**src/rtl/irqc_pkg.sv**
```systemverilog
// Package: shared types and command codes for the interrupt controller.
// Assumes an 8-bit command port; the codes below are fixed by the
// software-visible encoding.
package irqc_pkg;
    // Progress through the initialization sequence.
    typedef enum logic [2:0] {
        ST_IDLE = 3'd0,
        ST_W2   = 3'd1,
        ST_W3   = 3'd2,
        ST_W4   = 3'd3,
        ST_RUN  = 3'd4
    } init_st_e;

    // Bits 7:5 of the end-of-service command that clears the top level.
    localparam logic [2:0] OP_EOI_NONSPEC = 3'b001;
endpackage

```
**src/rtl/irqc_cfg.sv**
```systemverilog
// Module: irqc_cfg
// Decodes writes on the command port. It steps through the
// initialization words and holds the configuration, the mask and the
// read selection. It also emits one-cycle pulses for a restart and
// for a non-specific end of service.
// Assumes N_IRQ <= DATA_W. Writes in ST_IDLE other than a first word
// are ignored.
module irqc_cfg
    import irqc_pkg::*;
#(
    parameter int N_IRQ  = 8,
    parameter int DATA_W = 8
) (
    input  logic              clk,
    input  logic              rst_n,
    input  logic              wr_en,
    input  logic              addr,
    input  logic [DATA_W-1:0] wdata,
    output logic              ready,
    output logic              level,
    output logic              aeoi,
    output logic [DATA_W-1:0] base,
    output logic [N_IRQ-1:0]  mask,
    output logic              rd_isr,
    output logic              restart,
    output logic              eoi_ns
);
    init_st_e state;
    logic     single_q;
    logic     need4_q;
    logic     run_cmd;

    // Decode the pulses that other blocks act on in the same cycle.
    always_comb begin
        restart = wr_en && !addr && wdata[4];
        run_cmd = wr_en && !addr && !wdata[4] && (state == ST_RUN);
        eoi_ns  = run_cmd && !wdata[3] && (wdata[7:5] == OP_EOI_NONSPEC);
        ready   = (state == ST_RUN);
    end

    // Step the sequence and hold the programmed settings.
    always_ff @(posedge clk) begin
        if (!rst_n) begin
            state    <= ST_IDLE;
            level    <= 1'b0;
            aeoi     <= 1'b0;
            single_q <= 1'b1;
            need4_q  <= 1'b0;
            base     <= '0;
            mask     <= '0;
            rd_isr   <= 1'b0;
        end else if (restart) begin
            level    <= wdata[3];
            single_q <= wdata[1];
            need4_q  <= wdata[0];
            aeoi     <= 1'b0;
            mask     <= '0;
            rd_isr   <= 1'b0;
            state    <= ST_W2;
        end else if (wr_en && addr) begin
            case (state)
                ST_W2: begin
                    base <= wdata;
                    if (!single_q)    state <= ST_W3;
                    else if (need4_q) state <= ST_W4;
                    else              state <= ST_RUN;
                end
                ST_W3:   state <= need4_q ? ST_W4 : ST_RUN;
                ST_W4: begin
                    aeoi  <= wdata[1];
                    state <= ST_RUN;
                end
                ST_RUN:  mask <= wdata[N_IRQ-1:0];
                default: state <= state;
            endcase
        end else if (run_cmd && wdata[3] && wdata[1]) begin
            rd_isr <= wdata[0];
        end
    end
endmodule

```
**src/rtl/irqc_req.sv**
```systemverilog
// Module: irqc_req
// Request register. In edge mode a bit is set on a rising input. In
// level mode each bit copies its input. An acknowledge clears the
// chosen bit, and a restart clears them all.
// Assumes the inputs are already synchronous to clk.
module irqc_req #(
    parameter int N_IRQ = 8
) (
    input  logic             clk,
    input  logic             rst_n,
    input  logic             level,
    input  logic             clear_all,
    input  logic [N_IRQ-1:0] irq_in,
    input  logic [N_IRQ-1:0] ack_clr,
    output logic [N_IRQ-1:0] irr
);
    logic [N_IRQ-1:0] prev_q;
    logic [N_IRQ-1:0] rise;

    // Rising-edge detect against the previous cycle.
    always_comb rise = irq_in & ~prev_q;

    // Remember last cycle's inputs for edge detection.
    always_ff @(posedge clk) begin
        if (!rst_n) prev_q <= '0;
        else        prev_q <= irq_in;
    end

    // Update the request bits for the selected trigger style.
    always_ff @(posedge clk) begin
        if (!rst_n || clear_all) irr <= '0;
        else if (level)          irr <= irq_in & ~ack_clr;
        else                     irr <= (irr | rise) & ~ack_clr;
    end
endmodule

```
**src/rtl/irqc_prio.sv**
```systemverilog
// Module: irqc_prio
// Fixed-priority resolver. It reports whether any bit is set and the
// lowest set index.
// Assumes IDX_W is wide enough to hold N_IRQ-1.
module irqc_prio #(
    parameter int N_IRQ = 8,
    parameter int IDX_W = $clog2(N_IRQ)
) (
    input  logic [N_IRQ-1:0] req,
    output logic             valid,
    output logic [IDX_W-1:0] idx
);
    // Scan from the lowest priority upward so the lowest index wins.
    always_comb begin
        valid = |req;
        idx   = '0;
        for (int i = N_IRQ - 1; i >= 0; i--) begin
            if (req[i]) idx = IDX_W'(i);
        end
    end
endmodule

```
**src/rtl/irq_ctrl8.sv**
```systemverilog
// Module: irq_ctrl8
// Top of the interrupt controller. It ties the command decoder, the
// request register and two priority resolvers to the in-service
// register. It forms the interrupt output, and the vector or status
// on the read bus.
// Assumes one-cycle acknowledge pulses, and single-controller
// operation only.
module irq_ctrl8
    import irqc_pkg::*;
#(
    parameter int N_IRQ  = 8,
    parameter int DATA_W = 8
) (
    input  logic              clk,
    input  logic              rst_n,
    input  logic              wr_en,
    input  logic              rd_en,
    input  logic              addr,
    input  logic [DATA_W-1:0] wdata,
    output logic [DATA_W-1:0] rdata,
    input  logic              ack,
    input  logic [N_IRQ-1:0]  irq_in,
    output logic              int_out
);
    localparam int IDX_W = $clog2(N_IRQ);
    localparam logic [N_IRQ-1:0] ONE = N_IRQ'(1);

    logic              cfg_ready, cfg_level, cfg_aeoi, cfg_rd_isr;
    logic              cfg_restart, cfg_eoi;
    logic [DATA_W-1:0] cfg_base;
    logic [N_IRQ-1:0]  mask_q, irr_q, isr_q, isr_n, pend, ack_clr;
    logic              p_val, s_val, take;
    logic [IDX_W-1:0]  p_idx, s_idx;
    logic [DATA_W-1:0] vec;

    irqc_cfg #(.N_IRQ(N_IRQ), .DATA_W(DATA_W)) u_cfg (
        .clk     (clk),
        .rst_n   (rst_n),
        .wr_en   (wr_en),
        .addr    (addr),
        .wdata   (wdata),
        .ready   (cfg_ready),
        .level   (cfg_level),
        .aeoi    (cfg_aeoi),
        .base    (cfg_base),
        .mask    (mask_q),
        .rd_isr  (cfg_rd_isr),
        .restart (cfg_restart),
        .eoi_ns  (cfg_eoi)
    );

    irqc_req #(.N_IRQ(N_IRQ)) u_req (
        .clk       (clk),
        .rst_n     (rst_n),
        .level     (cfg_level),
        .clear_all (cfg_restart),
        .irq_in    (irq_in),
        .ack_clr   (ack_clr),
        .irr       (irr_q)
    );

    irqc_prio #(.N_IRQ(N_IRQ), .IDX_W(IDX_W)) u_pend_prio (
        .req   (pend),
        .valid (p_val),
        .idx   (p_idx)
    );

    irqc_prio #(.N_IRQ(N_IRQ), .IDX_W(IDX_W)) u_isr_prio (
        .req   (isr_q),
        .valid (s_val),
        .idx   (s_idx)
    );

    // Decide whether to interrupt and which request an acknowledge takes.
    always_comb begin
        pend    = irr_q & ~mask_q;
        int_out = cfg_ready && p_val && (!s_val || (p_idx < s_idx));
        take    = ack && int_out;
        ack_clr = take ? (ONE << p_idx) : '0;
        vec     = cfg_base + (int_out ? DATA_W'(p_idx) : DATA_W'(N_IRQ - 1));
    end

    // Next in-service value: end-of-service clear, then acknowledge set.
    always_comb begin
        isr_n = isr_q;
        if (cfg_eoi && s_val) isr_n = isr_n & ~(ONE << s_idx);
        if (take && !cfg_aeoi) isr_n = isr_n | ack_clr;
    end

    // Hold the in-service register.
    always_ff @(posedge clk) begin
        if (!rst_n || cfg_restart) isr_q <= '0;
        else                       isr_q <= isr_n;
    end

    // Drive the vector during acknowledge, otherwise the selected status.
    always_comb begin
        if (ack)
            rdata = vec;
        else if (rd_en && addr)
            rdata = DATA_W'(mask_q);
        else if (rd_en)
            rdata = cfg_rd_isr ? DATA_W'(isr_q) : DATA_W'(irr_q);
        else
            rdata = '0;
    end
endmodule

```
**config.mk**
```make
export PLATFORM = sky130hd
export DESIGN_NAME = irq_ctrl8
export DESIGN_NICKNAME = d
export VERILOG_FILES = /design/src/rtl/irqc_pkg.sv /design/src/rtl/irqc_cfg.sv /design/src/rtl/irqc_req.sv /design/src/rtl/irqc_prio.sv /design/src/rtl/irq_ctrl8.sv
export SDC_FILE = /design/constraint.sdc
export NUM_CORES = 1
export LEC_CHECK = 0
export BUFFER_PORTS_ARGS = -buffer_cell sky130_fd_sc_hd__buf_2
export CAP_MARGIN = 5
export CELL_PAD_IN_SITES_DETAIL_PLACEMENT = 0
export CELL_PAD_IN_SITES_GLOBAL_PLACEMENT = 1
export CORE_MARGIN = 4
export CORE_UTILIZATION = 44
export DETAILED_ROUTE_END_ITERATION = 12
export GPL_TIMING_DRIVEN = 0
export PLACE_DENSITY_LB_ADDON = 0.08
export SYNTH_ARGS = -nofsm -noshare
export SYNTH_HDL_FRONTEND = slang
export SYNTH_SLANG_ARGS = --single-unit
```
**constraint.sdc**
```tcl
create_clock -name clk -period 5.1 [get_ports clk]
set_input_delay 0.765 -clock clk [delete_from_list [all_inputs] [get_ports clk]]
set_output_delay 0.765 -clock clk [all_outputs]
set_load 0.01 [all_outputs]
```
==> results.py <==
metrics = {
    "critical_path": {
        "worst_ep_required_time_ps": 4340,
        "start_kind": "register",
        "critPathCaptureType": "primary output",
        "cp_max_fo": 5,
        "crit_type": "register to primary output",
        "cp_data_arrival_time_ps": 3960,
    },
    "floorplanning": {
        "die_area_sq_um": 7360,
        "start_util_pct": 45.2,
        "rows": 28,
        "core_area_sq_um": 5890,
        "pin_count": 31,
        "die_width_microns": 85.8,
        "die_h_microns": 85.8,
    },
    "synthesis": {
        "synth_top_area_share_pct": 36.1,
        "yosys_warnings": 0,
        "netlist_instances": 318,
        "synth-async-reset-ratio_pct": 0,
        "yosysSeqAreaShare_pct": 36.1,
        "syn_area_per_cell_sq_um": 8.37,
        "syn_nets": 346,
        "synth_cell_types": 53,
        "synthTopCellsByArea": "dfxtp_1, mux2i_1, nand2_1",
        "synth_edf_count": 0,
        "synth_top_cell_by_area": "dfxtp_1",
        "synth-seq-cells": 48,
        "synth_area_sq_um": 2660,
        "synth-main-ff-cell": "dfxtp_1",
    },
    "sta": {
        "min_period_ps": 4730,
        "rsz0062_at_grt": "no",
        "timing.setup.tns_ps": 0,
        "worst_slew_pin_slew_ps": 827,
        "fmax_mhz": 212,
        "setup_viol": 0,
        "hold_viol": 0,
        "slew_violations": 0,
        "hold_slack_ps": 492,
        "fin_skew_ps": 6.11,
        "max-slew-margin-rel_pct": 44.1,
        "finalCritPeriodShare_pct": 92.7,
    },
    "detailed_routing": {
        "drtIter0Drc": 174,
        "drt-total-wl_mm": 6.91,
        "drtPass1Iterations": 5,
        "ant_nets": 0,
        "drc": 0,
        "vias_per_cell": 5.59,
        "vias": 2398,
        "wl_per_cell_microns": 16.1,
    },
    "clock_network": {
        "cts_root_buf": "clkbuf_8",
        "cts_hold_buf": 0,
        "clk_pin_slew_ps": 80,
        "worstSkewPairLatency_ps": 300,
        "cts_setup_buffers": 0,
        "cts_tree": "done",
        "clockBufferDepth": 2,
        "cts_num_sinks": 48,
        "htree_levels": 2,
        "cts_inserted_buffers": 5,
    },
    "global_routing": {
        "grt_usage_pct": 19.9,
        "grt_pass1_wl_mm": 11.5,
        "grt-ovfl-total": 0,
        "grt_pass1_vias": 2255,
        "grt_antenna_before_repair": 0,
        "grt_start_max_net_pins": 14,
    },
    "cells_and_area": {
        "design_area_sq_um": 3010,
        "drive_gt1_share_pct": 13.3,
        "nNetsFinal": 383,
        "fin_cells": 429,
        "n_fill_cell": 598,
        "antenna_cells": 0,
        "final_core_util_pct": 51.1,
        "areaGrowthSynthToFinish_pct": 13.1,
    },
    "pwr": {
        "sequentialPowerShare_pct": 51.8,
        "clkPwrFrac_pct": 34.3,
        "switching_share_pct": 25.5,
        "share_comb_of_total_power_pct": 13.9,
        "power.switching_mw": 0.195,
        "leakage_nw": 1.11,
        "ir_worst_vdd_mv": 0.136,
        "power_density_nw_per_um2": 253,
        "p_int_mw": 0.568,
    },
    "placed_design": {
        "gp_congestion": 0.885,
        "hpwl_mm": 5.46,
        "dp_cells": 423,
        "placed_area_sq_um": 2910,
        "port_buffers": 30,
    },
    "job": {
        "drv_cap": 0,
    },
    "outcome": {
        "status": "completed",
    },
    "hold_path": {
        "hp-class": "register to register",
    },
}
[logic make-up (layout without fill, tap and decap cells)]
kind of cell / count (synthesis) / in the layout / share of synthesized area [%]
and+or+nand+nor: 126 / 126 / 24.3
adders and majority gates: 6 / 6 / 3.10
AOI/OAI and AO/OA: 92 / 92 / 23.9
buffers and inverters: 19 / 55 / 2.73
muxes: 21 / 21 / 7.90
DFF: 48 / 48 / 36.1
xor gates and xnor gates: 6 / 6 / 1.97
[per-stage QoR]
| step | setup WS [ps] | power [mW] |
|---|---|---|
| CTS | 287 | 0.772 |
| finish | 374 | 0.763 |
| detailed placement | 644 | 0.509 |
| global route | 67.5 | 0.803 |
| floorplan | 1070 | 0.471 |
| global placement | 648 | 0.508 |
[synth_stat cells (2+ instances only)]
cell,n
dfxtp_1,48
and2_1,13
a21oi_1,8
o311ai_0,2
and3_1,3
a211oi_1,3
o21ai_1,3
o211ai_1,5
inv_1,7
nand3b_1,3
nor2b_1,14
nand3_1,8
a221oi_1,4
xnor2_1,5
a21o_1,2
o31ai_1,2
ha_1,5
buf_1,2
nor2_1,22
a21boi_0,15
o21a_1,2
mux2i_1,21
a22o_1,2
nand4_1,2
o31ai_2,2
a31oi_1,3
o21ai_0,30
nand2_1,40
nor3_1,5
clkbuf_1,9
nand2b_1,6
[power by group through the flow]
stage	clock, mW	combinational [mW]	sequential (mW)
floorplan	0	0.0709	0.400
CTS	0.271	0.106	0.395
global placement	0	0.104	0.404
global route	0.286	0.120	0.397
detailed placement	0	0.105	0.404
finish	0.262	0.106	0.395
[worst max-delay path, stage by stage (launching register included)]
cell and delay (ps):
dfxtp_1 430, nor2b_1 210, o221ai_1 140, a31oi_1 440
ha_1 330, o21a_1 210, o22ai_4 170, a21o_1 160
nand3_1 100, ha_1 250, fa_1 410, a21oi_1 150
nor2b_1 80, and3_1 190, xnor2_1 130, o21ai_0 130
buf_2 150
[path summary, 6_finish.rpt]
| path | to | from | slack [ps] | depth (start not counted) |
|---|---|---|---|---|
| worst min register to register | u_cfg.state[2] | u_cfg.state[2] | 490 | 2 |
| worst min-delay path | u_cfg.state[2] | u_cfg.state[2] | 490 | 2 |
| worst max register to register | u_req.irr[1] | u_req.irr[7] | 2430 | 9 |
| worst max-delay path | rdata[6] | u_req.irr[7] | 370 | 16 |
[cell usage in the layout (no fill, tap or decap), drive strengths merged, types with 2 or more instances in the layout]
| master | instances |
|---|---|
| a211oi | 3 |
| a21boi | 15 |
| a21o | 2 |
| a21oi | 8 |
| a221oi | 4 |
| a22o | 2 |
| a31oi | 3 |
| and2 | 13 |
| and3 | 3 |
| buf | 33 |
| clkbuf | 14 |
| dfxtp | 48 |
| ha | 5 |
| inv | 7 |
| mux2i | 21 |
| nand2 | 40 |
| nand2b | 6 |
| nand3 | 9 |
| nand3b | 3 |
| nand4 | 2 |
| nor2 | 22 |
| nor2b | 14 |
| nor3 | 5 |
| nor3b | 2 |
| o211ai | 5 |
| o21a | 2 |
| o21ai | 33 |
| o311ai | 2 |
| o31ai | 4 |
| or4 | 2 |
| xnor2 | 5 |
[final cells by class]
type                       count  area [sq um]  area share [%]
inverter                       7          26.3           0.873
timing repair buffer          30           150            4.99
clock inverter                 1          30.0           0.998
clock buffer                   5          68.8            2.29
tap                           75          93.8            3.12
buffer                        12          46.3            1.54
multi-input combinational    251          1630            54.3
sequential                    48           961            31.9
[flip-flops by register name, indices dropped and copies added (netlist names)]
name,flops
isr_q,8
u_cfg.aeoi,1
u_cfg.base,8
u_cfg.level,1
u_cfg.mask,8
u_cfg.need4_q,1
u_cfg.rd_isr,1
u_cfg.single_q,1
u_cfg.state,3
u_req.irr,8
u_req.prev_q,8
[metal layers]
layer	wire [microns]	global-route usage (%)	vias to the layer above
met5	0	0	-
met4	97	5.47	0
met3	328	3.46	11
met2	3120	30.7	56
met1	3360	28.6	1114
li1	-	-	1217
[what timing repair did]
| action | in CTS | in global routing |
|---|---|---|
| endpoints found under the setup margin | 0 | 1 |
| resized for setup | 0 | 1 |
| hold endpoints to repair | 0 | 0 |
Note: power is estimated with default switching activity, not from simulation.
